--- src/rtl/irq_pkg.sv ---
package irq_pkg;
  localparam int NSRC = 5;
  localparam int SRCW = $clog2(NSRC);
  localparam int NLVL = 2;
  typedef logic [SRCW-1:0] src_idx_t;
endpackage

--- src/rtl/irq_cfg_regs.sv ---
module irq_cfg_regs #(
  parameter int NSRC = irq_pkg::NSRC,
  parameter int CFGW = 8
) (
  input  logic            clk,
  input  logic            rst_n,
  input  logic            wr_en,
  input  logic            wr_sel,
  input  logic [CFGW-1:0] wr_data,
  output logic            glob_en,
  output logic [NSRC-1:0] en_mask,
  output logic [NSRC-1:0] pri_mask,
  output logic [CFGW-1:0] en_rd,
  output logic [CFGW-1:0] pri_rd
);
  localparam int GAPW = CFGW - 1 - NSRC;

  logic            glob_q, glob_d;
  logic [NSRC-1:0] en_q, en_d, pri_q, pri_d;
  logic            unused_bits;

  assign unused_bits = ^wr_data[CFGW-2:NSRC];

  always_comb begin
    glob_d = glob_q;
    en_d   = en_q;
    pri_d  = pri_q;
    if (wr_en) begin
      if (!wr_sel) begin
        glob_d = wr_data[CFGW-1];
        en_d   = wr_data[NSRC-1:0];
      end else begin
        pri_d  = wr_data[NSRC-1:0];
      end
    end
  end

  always_ff @(posedge clk or negedge rst_n) begin
    if (!rst_n) begin
      glob_q <= 1'b0;
      en_q   <= '0;
      pri_q  <= '0;
    end else if (wr_en) begin
      glob_q <= glob_d;
      en_q   <= en_d;
      pri_q  <= pri_d;
    end
  end

  assign glob_en  = glob_q;
  assign en_mask  = en_q;
  assign pri_mask = pri_q;
  assign en_rd    = {glob_q, {GAPW{1'b0}}, en_q};
  assign pri_rd   = {{(CFGW-NSRC){1'b0}}, pri_q};


  cfg_hold_chk: assert property (@(posedge clk) disable iff (!rst_n)
    !wr_en |=> $stable(en_rd) && $stable(pri_rd));
endmodule

--- src/rtl/irq_select.sv ---
module irq_select #(
  parameter int NSRC = irq_pkg::NSRC
) (
  input  logic              [NSRC-1:0] pend,
  input  logic              [NSRC-1:0] pri_mask,
  input  logic              [1:0]      svc,
  output logic                         pick_valid,
  output logic                         pick_hi,
  output irq_pkg::src_idx_t            pick_idx
);
  localparam int SRCW = irq_pkg::SRCW;

  logic [NSRC-1:0] cand [2];
  logic [1:0]      any;
  logic [SRCW-1:0] first [2];

  assign cand[0] = pend & ~pri_mask;
  assign cand[1] = pend &  pri_mask;

  // One fixed-order poller per level
  for (genvar l = 0; l < 2; l++) begin : g_lvl
    always_comb begin
      any[l]   = 1'b0;
      first[l] = '0;
      for (int i = NSRC - 1; i >= 0; i--) begin
        if (cand[l][i]) begin
          any[l]   = 1'b1;
          first[l] = SRCW'(i);
        end
      end
    end
  end

  always_comb begin
    pick_valid = 1'b0;
    pick_hi    = 1'b0;
    pick_idx   = first[0];
    if (any[1]) begin
      pick_hi    = 1'b1;
      pick_idx   = first[1];
      pick_valid = !svc[1];
    end else if (any[0]) begin
      pick_valid = (svc == 2'b00);
    end
  end
endmodule

--- src/rtl/irq_svc_track.sv ---
module irq_svc_track (
  input  logic       clk,
  input  logic       rst_n,
  input  logic       ack,
  input  logic       ack_hi,
  input  logic       ret,
  output logic [1:0] svc
);
  logic [1:0] svc_q, svc_d;

  always_comb begin
    svc_d = svc_q;
    if (ret) begin
      if (svc_d[1]) svc_d[1] = 1'b0;
      else          svc_d[0] = 1'b0;
    end
    if (ack) svc_d[ack_hi] = 1'b1;
  end

  always_ff @(posedge clk or negedge rst_n) begin
    if (!rst_n)          svc_q <= 2'b00;
    else if (ack || ret) svc_q <= svc_d;
  end

  assign svc = svc_q;


  ret_pops_hi_chk: assert property (@(posedge clk) disable iff (!rst_n)
    (ret && !ack && svc_q == 2'b11) |=> svc_q == 2'b01);


  ack_ret_order_chk: assert property (@(posedge clk) disable iff (!rst_n)
    (ret && ack && ack_hi && svc_q == 2'b01) |=> svc_q == 2'b10);
endmodule

--- src/rtl/irq_arbiter.sv ---
module irq_arbiter #(
  parameter int              CFGW     = 8,
  parameter int              VECW     = 16,
  parameter logic [VECW-1:0] VEC_BASE = 16'h0003,
  parameter int              VEC_STEP = 8
) (
  input  logic            clk,
  input  logic            rst_n,
  input  logic            cfg_we,
  input  logic            cfg_sel,
  input  logic [CFGW-1:0] cfg_wdata,
  output logic [CFGW-1:0] en_rd,
  output logic [CFGW-1:0] pri_rd,
  input  logic            ext0_flag,
  input  logic            tmr0_flag,
  input  logic            ext1_flag,
  input  logic            tmr1_flag,
  input  logic            rx_done,
  input  logic            tx_done,
  output logic            irq_req,
  output logic            irq_hi,
  output logic [2:0]      irq_src,
  output logic [VECW-1:0] irq_vec,
  input  logic            irq_ack,
  input  logic            irq_ret
);
  localparam int NSRC = irq_pkg::NSRC;
  localparam int SRCW = irq_pkg::SRCW;

  logic [1:0]        rs_q;
  logic              rst_s;
  logic              glob_en;
  logic [NSRC-1:0]   en_mask, pri_mask, raw, pend;
  logic [1:0]        svc;
  logic              pick_valid, pick_hi;
  irq_pkg::src_idx_t pick_idx;
  logic              req_q, req_d, hi_q, hi_d, ack_fire;
  logic [SRCW-1:0]   src_q, src_d;
  logic [VECW-1:0]   vec_q, vec_d;

  // Reset asserted asynchronously, released on the clock
  always_ff @(posedge clk or negedge rst_n) begin
    if (!rst_n) rs_q <= 2'b00;
    else        rs_q <= {rs_q[0], 1'b1};
  end
  assign rst_s = rs_q[1];

  irq_cfg_regs #(.NSRC(NSRC), .CFGW(CFGW)) u_cfg (
    .clk(clk), .rst_n(rst_s), .wr_en(cfg_we), .wr_sel(cfg_sel),
    .wr_data(cfg_wdata), .glob_en(glob_en), .en_mask(en_mask),
    .pri_mask(pri_mask), .en_rd(en_rd), .pri_rd(pri_rd)
  );

  assign raw  = {rx_done | tx_done, tmr1_flag, ext1_flag, tmr0_flag, ext0_flag};
  assign pend = raw & en_mask & {NSRC{glob_en}};

  irq_select #(.NSRC(NSRC)) u_sel (
    .pend(pend), .pri_mask(pri_mask), .svc(svc),
    .pick_valid(pick_valid), .pick_hi(pick_hi), .pick_idx(pick_idx)
  );

  assign ack_fire = req_q & irq_ack;

  irq_svc_track u_svc (
    .clk(clk), .rst_n(rst_s), .ack(ack_fire), .ack_hi(hi_q),
    .ret(irq_ret), .svc(svc)
  );

  always_comb begin
    req_d = req_q;
    hi_d  = hi_q;
    src_d = src_q;
    vec_d = vec_q;
    if (req_q) begin
      if (irq_ack) req_d = 1'b0;
    end else if (pick_valid) begin
      req_d = 1'b1;
      hi_d  = pick_hi;
      src_d = pick_idx;
      vec_d = VEC_BASE + VECW'(pick_idx) * VECW'(VEC_STEP);
    end
  end

  always_ff @(posedge clk or negedge rst_s) begin
    if (!rst_s) begin
      req_q <= 1'b0;
      hi_q  <= 1'b0;
      src_q <= '0;
      vec_q <= '0;
    end else begin
      req_q <= req_d;
      hi_q  <= hi_d;
      src_q <= src_d;
      vec_q <= vec_d;
    end
  end

  assign irq_req = req_q;
  assign irq_hi  = hi_q;
  assign irq_src = 3'(src_q);
  assign irq_vec = vec_q;


  req_hold_chk: assert property (@(posedge clk) disable iff (!rst_s)
    (irq_req && !irq_ack) |=> irq_req && $stable(irq_vec) && $stable(irq_src) && $stable(irq_hi));


  ack_drop_chk: assert property (@(posedge clk) disable iff (!rst_s)
    (irq_req && irq_ack) |=> !irq_req);


  glob_gate_chk: assert property (@(posedge clk) disable iff (!rst_s)
    $rose(irq_req) |-> $past(en_rd[CFGW-1]));


  vec_form_chk: assert property (@(posedge clk) disable iff (!rst_s)
    irq_req |-> (irq_vec[2:0] == 3'b011) && (irq_src < 3'(NSRC)));


  no_preempt_hi_chk: assert property (@(posedge clk) disable iff (!rst_s)
    $rose(irq_req) |-> !$past(svc[1]));
endmodule

--- config.mk ---
export PLATFORM = sky130hd
export DESIGN_NAME = irq_arbiter
export DESIGN_NICKNAME = d
export VERILOG_FILES = /design/src/rtl/irq_pkg.sv /design/src/rtl/irq_cfg_regs.sv /design/src/rtl/irq_select.sv /design/src/rtl/irq_svc_track.sv /design/src/rtl/irq_arbiter.sv
export SDC_FILE = /design/constraint.sdc
export NUM_CORES = 1
export LEC_CHECK = 0
export BUFFER_PORTS_ARGS = -buffer_cell sky130_fd_sc_hd__buf_2
export CAP_MARGIN = 10
export CORE_ASPECT_RATIO = 1.5
export CORE_UTILIZATION = 42
export CTS_BUF_LIST = sky130_fd_sc_hd__clkbuf_2
export CTS_CLUSTER_SIZE = 40
export DETAILED_ROUTE_END_ITERATION = 12
export PLACE_DENSITY_LB_ADDON = 0.3
export SLEW_MARGIN = 10
export SYNTH_ARGS = -nofsm -noshare
export SYNTH_HDL_FRONTEND = slang
export SYNTH_SLANG_ARGS = --single-unit
--- constraint.sdc ---
create_clock -name clk -period 0.8 [get_ports clk]
set_input_delay 0.08 -clock clk [delete_from_list [all_inputs] [get_ports clk]]
set_output_delay 0.08 -clock clk [all_outputs]
set_load 0.005 [all_outputs]
Word-level counts from Yosys, hierarchy flattened
Index checks and enable logic that the tools add are counted.
- bits in read-only memories: 0
- latch bits: 0
- memories kept: 0
- input bits: 20
- bits in writable memories: 0
- register bits: 36
- logic and storage cells: 61
- order comparisons: 2
- equality and inequality tests: 0
- add/subtract/negate cells: 1
- shift operators: 0
- bitwise operators: 10
- multiplexer cells: 32
- reduce and logical (&&, ||, !) cells: 7
- div/mod/pow operators: 0
- $mul: 0
- operator list (cell ; number):
    $mux W3 ; 11
    $and A5 B5 Y5 ; 4
    $mux W1 ; 18
    $add A2 B6 Y7 const A ; 1
    $reduce_and A2 Y1 ; 3
    $not A5 Y5 ; 1
    $mux W2 ; 2
    $logic_not A2 Y1 ; 1
    $lt A1 B2 Y1 const B ; 1
    $not A1 Y1 ; 2
    $or A2 B2 Y2 ; 1
    $and A1 B1 Y1 ; 1
    $demux W1 S1 ; 1
    $ge A1 B1 Y1 const B ; 1
    $logic_and A1 B1 Y1 ; 1
    $logic_not A1 Y1 ; 1
    $logic_or A1 B1 Y1 ; 1
    $or A1 B1 Y1 ; 1

Depth between registers and ports, before layout
Gate-level depths: netlist of run 1.
- depth after elaboration: 13
- depth in mapped cells: 6

By module
From an unflattened synthesis of run 1, not the netlist that was laid out.
- cell total of the unflattened synthesis: 113
- area total of the unflattened synthesis: 1253.7 um2
- by module, submodules not included (module ; area an instance (um2) ; instances ; sequential area each (um2) ; cells an instance):
    irq_cfg_regs ; 540.5 ; 1 ; 275.3 ; 42
    irq_arbiter ; 457.9 ; 1 ; 200.2 ; 40
    irq_select ; 173.9 ; 1 ; 0.0 ; 23
    irq_svc_track ; 81.3 ; 1 ; 50.0 ; 8

Least setup slack after synthesis of run 1
No wires, ideal clock.
- kind: flip-flop to flip-flop
- from: register u_cfg.glob_q (netlist: u_cfg.glob_en)
- to: register src_q[1] (netlist: irq_src[1])
- slack: -0.867 ns
- data arrival time: 1.542 ns
- buffers on the path: 1
- data required time: 0.675 ns
- setup time: 0.125 ns
- cell stages (with the launch flop): 7
- path through: dfrtp_1 buf_6 and4b_4 o21bai_4 o31ai_4 nand2_4 mux2_4
- longest elaborated chain between the ends: 10
- elaborated cells between the ends (all ways): 25
- classes of those cells: 21 x mux; 3 x bitwise; 1 x reduce/logical
- ends and longest elaborated chain (item ; line ; RTL):
    from (decl) ; irq_cfg_regs.sv:18 ; logic glob_q, glob_d;
    from (signal assigned) ; irq_cfg_regs.sv:44 ; glob_q <= glob_d;
    $and A5 B5 Y5 (*) ; irq_arbiter.sv:55 ; assign pend = raw & en_mask & {NSRC{glob_en}};
    $and A5 B5 Y5 ; irq_select.sv:17 ; assign cand[0] = pend & ~pri_mask;
    $mux W1 (5 in a row) ; irq_select.sv:26 ; if (cand[l][i]) begin
    $mux W1 ; irq_select.sv:42 ; end else if (any[0]) begin
    $mux W1 ; irq_select.sv:38 ; if (any[1]) begin
    $reduce_and A2 Y1 (no line) ; n/a ;
    to (signal assigned) ; irq_arbiter.sv:93 ; src_q <= src_d;
    to (decl) ; irq_arbiter.sv:38 ; logic [SRCW-1:0] src_q, src_d;
Mark *: on every way between the ends. The rest lies on a longest branch, timed or not.
A chain may end at the register's enable or synchronous reset.

Final worst setup path of run 1
Ends and elaborated chain as after synthesis.

==> out/qor.yml, run 1 <==
drt:
  avgViaCountPerCell: 4.85
  firstDrtPassIters: 4
  wl_mm: 3.24
  route.detailed.drc: 0
  ant_nets: 0
  routedWlPerCell_um: 14.5
  num_vias: 1082
  drtIter0Drc: 37
placed_design:
  placed_cells: 197
  io_buffers: 38
  place_worst_setup_slack_ns: -0.898
  dp.final_hpwl_mm: 1.97
  gp_congestion: 0.898
sta:
  rsz0062_at_grt: "true"
  clock.fmax_mhz: 592
  setup_ws_ns: -0.890
  skew_ns: 0.00347
  fin_crit_sh_pct: 211
  fin_crit_ns: 1.69
  setup_viol: 40
  slew_viol_final: 0
  setup_tns_ns: -12.55
  holdWs_ns: 0.0297
  hold_viol: 0
power:
  peakVddDrop_v: 0.00132
  leakagePower_nw: 0.952
  power.density_nw_per_um2: 2100
critical_path:
  r2r_cells: 6
  rrSetupSlack_ns: -0.89
  crit_chain: "buf_6, nand4_1, and4_4, a211o_1, nand2_4, mux2_4"
  cpMaxStageDelayCell: "dfrtp_2"
  r2r_start: "u_cfg.glob_en$_DFFE_PN0P_"
  critPathLaunchType: "flip-flop"
  cp.required_ns: 1.06
  reg2reg_to: "irq_src[1]$_DFFE_PN0P_"
  end_kind: "flip-flop"
  worstSetupPathType: "reg2reg"
  worstPathArrival_ns: 1.95
  critPathMaxStageDelay_ns: 0.44
  crit_fanout: 5
synthesis:
  synth_cell_types: 34
  synthCells: 102
  syn-cell-area_um2: 1160
  synth_area_per_cell_um2: 11.4
  synth_flop_cell: "dfrtp_1"
  yosys-top-cells-area: "dfrtp_1, buf_4, mux2_2"
  ys_ff_latch: 21
  synth-edff-count: 0
  yosysSeqAreaShare_pct: 45.3
  yosysTopAreaCell: "dfrtp_1"
  ys_async_sr_fraction_pct: 100
  synthDominantCellAreaShare_pct: 45.3
  yosys_warnings: 0
outcome:
  violations: "setup timing"
  outcome: "finished with violations"
layout:
  area_delta_synth_final_pct: 62.1
  utilization_pct: 71.1
  insertedDiodeCount: 0
  final_cell_mix: "buf_6, buf_4, buf_2"
  final_layout_size_suffix_gt1_share_pct: 59.1
  nNetsFinal: 207
  final_cells: 223
cts:
  cts.htree.levels: 1
  clockBufferDepth: 2
  clk_pin_slew_worst_paths_ns: 0.22
  root_buffer: "clkbuf_2"
  numCtsBuffers: 3
  insertion_delay_ns: 0.34
  numClockSinks: 21
  cts_tree: "yes"
floorplan:
  start_util_pct: 43.9
  core_area_um2: 2650
  rows: 23
  fp.dieW_um: 44.9
  die_area_um2: 2980
  pin_count: 57
  die_h_um: 66.4
grt:
  grt_max_degree: 20
  track_usage_pct: 21.8
  grt_pass1_vias: 1034
  gr-total-overflow: 0
  grt_pass1_wl_mm: 4.63
  grt_antenna_before_repair: 0
flow_run:
  drv_cap: 0
worst_hold_path:
  hp-class: "in2async"
## synthesized netlist by cell type (2+ instances only)
master    instances
nand3_1           5
nand4_1           4
o211ai_1          2
inv_1             2
conb_1            2
nand2_1           6
nor2b_1           2
dfrtp_1          21
o21ai_0           2
mux2_2           11
buf_4            21
nand2b_1          2
## registers in the layout (all words and copies together), names as in the netlist
register and flops:
u_svc.svc 2, u_cfg.en_mask 5, irq_src 3, irq_req 1
irq_vec 1, rs_q 2, irq_hi 1, u_cfg.glob_en 1
u_cfg.pri_mask 5
## per-stage QoR
step	instance area, um^2	power, mW
after floorplan	1220	2.28
after global placement	1500	2.88
after detailed placement	1500	2.92
after CTS	1810	3.82
after global routing	1880	4.14
final	1880	3.95
## area by class of cell
cell class | count | area, um^2
Fill cell | 194 | 766
Timing Repair Buffer | 88 | 717
Multi-Input combinational cell | 71 | 563
Sequential cell | 21 | 528
Tap cell | 37 | 46.3
Clock buffer | 3 | 15.0
Inverter | 2 | 7.51
Clock inverter | 1 | 5.00
## logic make-up (layout without fill, tap and decap cells)
family,after synthesis,in the layout,synth area share (%)
AOI/OAI and AO/OA,15,15,12.3
muxes,13,13,12.8
DFF,21,21,45.3
and+or+nand+nor,26,26,13.5
other,2,17,0.647
buffers and inverters,25,94,15.5
## routing by layer
| metal | vias up | part of all wire (%) | global-route usage [%] | wire, um |
|---|---|---|---|---|
| li1 | 491 | - | - | - |
| met2 | 54 | 55 | 42.4 | 1790 |
| met5 | - | 0 | 0 | 0 |
| met1 | 526 | 38 | 22.9 | 1230 |
| met4 | 0 | 2.9 | 7.95 | 93 |
| met3 | 11 | 4.1 | 1.64 | 134 |
## power breakdown
part	switching [mW]	total (mW)	leakage, nW	internal (mW)
Combinational	0.756	1.98	0.687	1.23
Sequential	0.194	1.49	0.249	1.30
Clock	0.364	0.478	0.0164	0.113
## worst max-delay path by stage
stage	slack, ns	cells past startpoint	end	from
global route	-0.93	7	irq_src[0]$_DFFE_PN0P_	u_cfg.glob_en$_DFFE_PN0P_
finish	-0.89	6	irq_src[1]$_DFFE_PN0P_	u_cfg.glob_en$_DFFE_PN0P_
detailed placement	-0.90	5	irq_src[1]$_DFFE_PN0P_	u_cfg.glob_en$_DFFE_PN0P_
CTS	-0.82	6	irq_src[1]$_DFFE_PN0P_	u_cfg.glob_en$_DFFE_PN0P_
global placement	-0.82	5	irq_src[1]$_DFFE_PN0P_	u_cfg.glob_en$_DFFE_PN0P_
floorplan	-0.82	6	irq_src[1]$_DFFE_PN0P_	u_cfg.glob_en$_DFFE_PN0P_
## worst max-delay path: cells and delay by family, from the launching register on
kind | cells | cell delay [ns]
AOI/OAI and AO/OA | 1 | 0.30
buffers and inverters | 1 | 0.12
DFF | 1 | 0.44
muxes | 1 | 0.29
and+or+nand+nor | 3 | 0.46
## repair_timing
item | CTS | global route
gates cloned | 0 | 0
hold buffers | 8 | 0
gates resized for setup | 37 | 11
endpoints found under the setup margin | 40 | 40
hold endpoints to repair | 14 | 0
pin swaps | 3 | 0
buffers inserted | 10 | 9
Note: power is estimated with default switching activity, not from simulation.
==> inputs of run 2 (changes only) <==
--- a/config.mk
+++ b/config.mk
@@ -8,6 +8,7 @@
 export BUFFER_PORTS_ARGS = -buffer_cell sky130_fd_sc_hd__buf_2
 export CAP_MARGIN = 10
 export CORE_ASPECT_RATIO = 1.5
+export CORE_MARGIN = 2
 export CORE_UTILIZATION = 42
 export CTS_BUF_LIST = sky130_fd_sc_hd__clkbuf_2
 export CTS_CLUSTER_SIZE = 40
==> run 2 against run 1 <==
Effect of this change: the run still ends with setup timing left; maximum frequency fell by 3.8%; die area rose by 7.6%; clock power fell by 4.6%; sequential cell count did not move; critical path depth did not move; critical endpoint is now irq_src[0]$_DFFE_PN0P_; largest power group unchanged.
==> out/qor.yml, run 2 (same netlist as run 1, synthesis figures left out) <==
grt:
  track_usage_pct: 19.9  # -1.9 points
  grt_pass1_vias: 1071  # +3.6%
  grt_antenna_before_repair: 0  # unchanged
  gr-total-overflow: 0  # unchanged
  grt_max_degree: 20  # unchanged
  grt_pass1_wl_mm: 4.58  # -1.0%
critical_path:
  critPathMaxStageDelay_ns: 0.46  # +0.02 ns
  path_depth: 6  # unchanged
  crit_chain: "buf_4, and4b_4, o32ai_1, o2111ai_1, a21o_2, o211ai_1"
  r2r_start: "u_cfg.glob_en$_DFFE_PN0P_"
  cp.required_ns: 1.07  # about the same
  end_kind: "flip-flop"
  cp_top_family: "compound AO/OA/AOI/OAI gates"
  r2r_cells: 6  # unchanged
  worstPathArrival_ns: 2.02  # +0.07 ns
  crit_fanout: 5  # unchanged
  path_buf_inv: 1  # unchanged
  reg2reg_to: "irq_src[0]$_DFFE_PN0P_"
  startpoint: "u_cfg.glob_en$_DFFE_PN0P_"
  rrSetupSlack_ns: -0.96  # -0.07 ns
  critPathLaunchType: "flip-flop"
  cpMaxStageDelayCell: "dfrtp_2"
  critPathCapture: "irq_src[0]$_DFFE_PN0P_"
  worstSetupPathType: "reg2reg"
drt:
  avgViaCountPerCell: 4.75  # -2.1%
  num_vias: 1055  # -2.5%
  route.detailed.drc: 0  # unchanged
  ant_nets: 0  # unchanged
  wl_mm: 3.17  # -2.4%
  firstDrtPassIters: 4  # unchanged
  drtIter0Drc: 22  # -41%
  routedWlPerCell_um: 14.3  # -1.9%
floorplan:
  start_util_pct: 43.9  # unchanged
  die_area_um2: 3210  # +7.6%
  fp.dieW_um: 46.9  # +4.5%
  core_area_um2: 2650  # unchanged
  rows: 23  # unchanged
  die_h_um: 68.4  # +3.0%
  pin_count: 57  # unchanged
layout:
  fill_cells: 205  # +5.7%
  final_layout_size_suffix_gt1_share_pct: 58.9  # -0.22 points
  final_cells: 222  # -0.45%
  area_delta_synth_final_pct: 63.7
  nNetsFinal: 206  # -0.48%
  final_cell_mix: "buf_6, buf_2, buf_4"
  final_common_cell: "buf_6"
  insertedDiodeCount: 0  # unchanged
sta:
  fin_crit_sh_pct: 220  # +8.3 points
  rsz0062_at_grt: "true"
  setup_viol: 40  # unchanged
  setup_tns_ns: -12.45  # +0.101 ns
  setup_ws_ns: -0.956  # -0.0661 ns
  fin_crit_ns: 1.76  # +0.0661 ns
  skew_ns: 0.0102  # +0.00672 ns
  hold_viol: 0  # unchanged
  slew_viol_final: 0  # unchanged
  holdWs_ns: 0.00826  # -0.0215 ns
  clock.fmax_mhz: 569  # -3.8%
power:
  p_sw_mw: 1.38  # +4.8%
  seqPwrFrac_pct: 35.4  # -2.3 points
  clockPowerShare_pct: 10.9  # -1.2 points
  p_total_mw: 4.18  # +5.8%
  leakagePower_nw: 0.964  # +1.2%
  switching_share_pct: 33.0  # -0.32 points
  power.density_nw_per_um2: 2200  # +4.8%
  peakVddDrop_v: 0.00177  # +34%
  p_int_mw: 2.80  # +6.3%
  p_comb_share_pct: 53.7  # +3.5 points
placed_design:
  placed_cells: 200  # +1.5%
  io_buffers: 38  # unchanged
  place_worst_setup_slack_ns: -0.907  # -0.00948 ns
  gp_congestion: 0.897  # about the same
  dp.final_hpwl_mm: 2.16  # +9.7%
cts:
  clk_pin_slew_worst_paths_ns: 0.22  # about the same
  clockBufferDepth: 2  # unchanged
  numClockSinks: 21  # unchanged
  numCtsBuffers: 3  # unchanged
  root_buffer: "clkbuf_2"
  insertion_delay_ns: 0.32  # -0.02 ns
  cts_tree: "yes"
  cts.htree.levels: 1  # unchanged
outcome:
  violations: "setup timing"
  outcome: "finished with violations"
worst_hold_path:
  hp-class: "in2reg"
flow_run:
  drv_cap: 0  # unchanged
run 2: layout make-up:
cell class	instances	area [um^2]	share of cell area, %
sequential	21	527	27.7
clock inverter	1	5.00	0.263
inverter	2	7.51	0.395
clock buffer	3	15.0	0.790
tap	37	46.3	2.44
timing repair buffer	87	741	39.0
multi-input combinational	71	559	29.4
run 2: worst min-delay path by stage:
stage,slack [ns],to,cells after the start,startpoint
after floorplan,-0.22,rs_q[0]$_DFF_PN0_,0,rst_n
after global placement,-0.13,rs_q[0]$_DFF_PN0_,1,rst_n
after detailed placement,-0.13,rs_q[0]$_DFF_PN0_,1,rst_n
after CTS,0.007,u_svc.svc[1]$_DFFE_PN0P_,2,irq_ack
after global routing,0.007,u_svc.svc[0]$_DFFE_PN0P_,3,irq_ack
final,0.008,u_svc.svc[0]$_DFFE_PN0P_,3,irq_ack
run 2: power groups by stage:
| stage | Combinational [mW] | Clock, mW | Sequential [mW] |
|---|---|---|---|
| floorplan | 0.747 | 0 | 1.53 |
| global placement | 1.45 | 0 | 1.47 |
| detailed placement | 1.50 | 0 | 1.48 |
| CTS | 1.96 | 0.461 | 1.49 |
| global route | 2.40 | 0.509 | 1.50 |
| finish | 2.24 | 0.456 | 1.48 |
run 2: tightest hold or removal path: cells and delay by family:
kind            cells  cell delay, ns
simple gates        1            0.07
compound gates      1            0.06
buf+inv             1            0.13
run 2: what timing repair did:
action                                  CTS  global route
hold endpoints to repair                 13             0
setup buffers                             4            12
endpoints found under the setup margin   40            40
pin swaps                                 1             4
gates resized for setup                  40            15
hold buffers                              7             0
cloned                                    0             0
run 2: per-layer routing:
| metal | global-route usage (%) | part of all wire [%] | wire [um] | vias up |
|---|---|---|---|---|
| met5 | 0 | 0 | 0 | - |
| met4 | 6.25 | 1.8 | 57 | 0 |
| met3 | 2.11 | 3.6 | 114 | 8 |
| met2 | 39.4 | 61 | 1920 | 41 |
| met1 | 20.3 | 34 | 1070 | 513 |
| li1 | - | - | - | 493 |
run 2: per-stage QoR:
step           utilization, %  instance area (um^2)
2_1_floorplan               -                  1220
3_3_place_gp             57.3                  1520
3_5_place_dp             57.3                  1520
4_1_cts                  68.7                  1820
5_1_grt                  71.8                  1900
6_report                 71.8                  1900
==> inputs of run 3 (changes only) <==
--- a/config.mk
+++ b/config.mk
@@ -14,6 +14,7 @@
 export CTS_CLUSTER_SIZE = 40
 export DETAILED_ROUTE_END_ITERATION = 12
 export PLACE_DENSITY_LB_ADDON = 0.3
+export RECOVER_POWER = 25
 export SLEW_MARGIN = 10
 export SYNTH_ARGS = -nofsm -noshare
 export SYNTH_HDL_FRONTEND = slang
==> run 3 against run 2 <==
Effect of this change: the run still ends with setup timing left; design area down 0.20%; critical path depth unchanged; largest power group unchanged; sequential cell count unchanged; sequential power about the same; worst setup slack worse by 0.019 ns; critical path type unchanged; combinational power about the same; register-to-register slack worse by 0.02 ns; utilization down 0.14 points; via count up 0.19%; cell count unchanged; count of clock-buffer cells in the layout unchanged.
==> out/qor.yml, run 3 (same netlist as run 1, synthesis figures left out) <==
layout:
  area_delta_synth_final_pct: 63.4
  final_cell_mix: "buf_6, buf_2, buf_4"
  fill_cells: 206  # +0.49%
  final_cells: 222  # unchanged
  utilization_pct: 71.6  # -0.14 points
  final_common_cell: "buf_6"
  final_area_um2: 1900  # -0.20%
  insertedDiodeCount: 0  # unchanged
  nNetsFinal: 206  # unchanged
  final_layout_size_suffix_gt1_share_pct: 58.4  # -0.54 points
drt:
  avgViaCountPerCell: 4.76  # +0.19%
  ant_nets: 0  # unchanged
  num_vias: 1057  # +0.19%
  routedWlPerCell_um: 14.3  # unchanged
  met2_length_mm: 1.92  # -0.10%
  drtIter0Drc: 22  # unchanged
  route.detailed.drc: 0  # unchanged
  firstDrtPassIters: 4  # unchanged
  dr.max_layer_used: "met4"
  wl_mm: 3.17  # unchanged
  wl_met1_mm: 1.07  # about the same
  wl_met3_um: 118  # +3.5%
floorplan:
  pin_count: 57  # unchanged
  fp.dieW_um: 46.9  # unchanged
  rows: 23  # unchanged
  start_util_pct: 43.9  # unchanged
  die_area_um2: 3210  # unchanged
  die_h_um: 68.4  # unchanged
  core_area_um2: 2650  # unchanged
sta:
  fin_crit_ns: 1.78  # +0.0192 ns
  slew_viol_final: 0  # unchanged
  holdWs_ns: 0.00826  # unchanged
  rsz0062_at_grt: "true"
  setup_ws_ns: -0.975  # -0.0192 ns
  clock.fmax_mhz: 563  # -1.1%
  skew_ns: 0.00956  # -0.000632 ns
  fin_crit_sh_pct: 222  # +2.4 points
  hold_viol: 0  # unchanged
  setup_viol: 40  # unchanged
  setup_tns_ns: -12.48  # -0.0280 ns
critical_path:
  r2r_start: "u_cfg.glob_en$_DFFE_PN0P_"
  crit_fanout: 5  # unchanged
  critPathLaunchType: "flip-flop"
  end_kind: "flip-flop"
  reg2reg_to: "irq_src[0]$_DFFE_PN0P_"
  rrSetupSlack_ns: -0.98  # -0.02 ns
  worstSetupPathType: "reg2reg"
  cp.required_ns: 1.07  # about the same
  r2r_cells: 6  # unchanged
  worstPathArrival_ns: 2.04  # +0.02 ns
cts:
  clk_pin_slew_worst_paths_ns: 0.22  # about the same
  cts_tree: "yes"
  numCtsBuffers: 3  # unchanged
  numClockSinks: 21  # unchanged
  cts.htree.levels: 1  # unchanged
  insertion_delay_ns: 0.32  # about the same
  clockBufferDepth: 2  # unchanged
  root_buffer: "clkbuf_2"
power:
  leakagePower_nw: 0.961  # -0.35%
  p_total_mw: 4.18  # about the same
  power.density_nw_per_um2: 2200  # +0.17%
  peakVddDrop_v: 0.00177  # +0.12%
grt:
  track_usage_pct: 19.9  # unchanged
  grt_pass1_vias: 1071  # unchanged
  grt_antenna_before_repair: 0  # unchanged
  grt_pass1_wl_mm: 4.58  # unchanged
  gr-total-overflow: 0  # unchanged
  grt_max_degree: 20  # unchanged
worst_hold_path:
  whs_path_depth: 3  # unchanged
  holdPathEnd: "u_svc.svc[0]$_DFFE_PN0P_"
  hp-class: "in2reg"
  worstHoldStart: "irq_ack"
placed_design:
  place_worst_setup_slack_ns: -0.907  # unchanged
  gp_congestion: 0.897  # unchanged
  placed_cells: 200  # unchanged
  post_dp_cell_area_um2: 1520  # unchanged
  dp.final_hpwl_mm: 2.16  # unchanged
  io_buffers: 38  # unchanged
outcome:
  violations: "setup timing"
  outcome: "finished with violations"
flow_run:
  drv_cap: 0  # unchanged
## run 3: cell types whose count changed in the layout (fill, tap and decap cells not counted), sizes merged
cell,before,now
clkbuf,3,5
buf,80,78
## run 3: layout make-up
class | instances | area, um^2 | area share (%)
Clock buffer | 3 | 15.0 | 0.792
Clock inverter | 1 | 5.00 | 0.264
Inverter | 2 | 7.51 | 0.396
Multi-Input combinational cell | 71 | 559 | 29.5
Sequential cell | 21 | 527 | 27.8
Tap cell | 37 | 46.3 | 2.44
Timing Repair Buffer | 87 | 737 | 38.9
## run 3: timing repair
item,4_1_cts,5_1_grt
endpoints found under the setup margin,40,40
resized for setup,40,15
hold buffers,7,0
endpoints found under the hold margin,13,0
cloned,0,0
pin swaps,1,4
buffers inserted,4,12
## run 3: how the worst max path moves through the flow
stage | to | cells after the start | start | slack (ns)
after floorplan | irq_src[1]$_DFFE_PN0P_ | 6 | u_cfg.glob_en$_DFFE_PN0P_ | -0.82
after detailed placement | irq_src[1]$_DFFE_PN0P_ | 5 | u_cfg.glob_en$_DFFE_PN0P_ | -0.91
after global placement | irq_src[1]$_DFFE_PN0P_ | 5 | u_cfg.glob_en$_DFFE_PN0P_ | -0.83
final | irq_src[0]$_DFFE_PN0P_ | 6 | u_cfg.glob_en$_DFFE_PN0P_ | -0.98
after global routing | irq_src[0]$_DFFE_PN0P_ | 6 | u_cfg.glob_en$_DFFE_PN0P_ | -1.02
after CTS | irq_src[1]$_DFFE_PN0P_ | 5 | u_cfg.glob_en$_DFFE_PN0P_ | -0.84
## run 3: worst max-delay path, cell delays in order, from the launching register on
cell       delay [ns]
dfrtp_2          0.46
buf_4            0.16
and4b_4          0.18
o32ai_1          0.34
o2111ai_1        0.25
a21o_2           0.26
o211ai_1         0.07
## run 3: power by group
part           leakage [nW]  internal, mW  switching [mW]  total (mW)
clock                0.0164         0.113           0.343       0.457
combinational         0.694          1.39           0.851        2.24
sequential            0.250          1.29           0.185        1.48
total                 0.961          2.80            1.38        4.18
## run 3: layer usage
metal	GRT usage (%)	up-vias
li1	-	493
met1	20.3	511
met2	39.4	45
met3	2.11	8
met4	6.25	0
met5	0	-
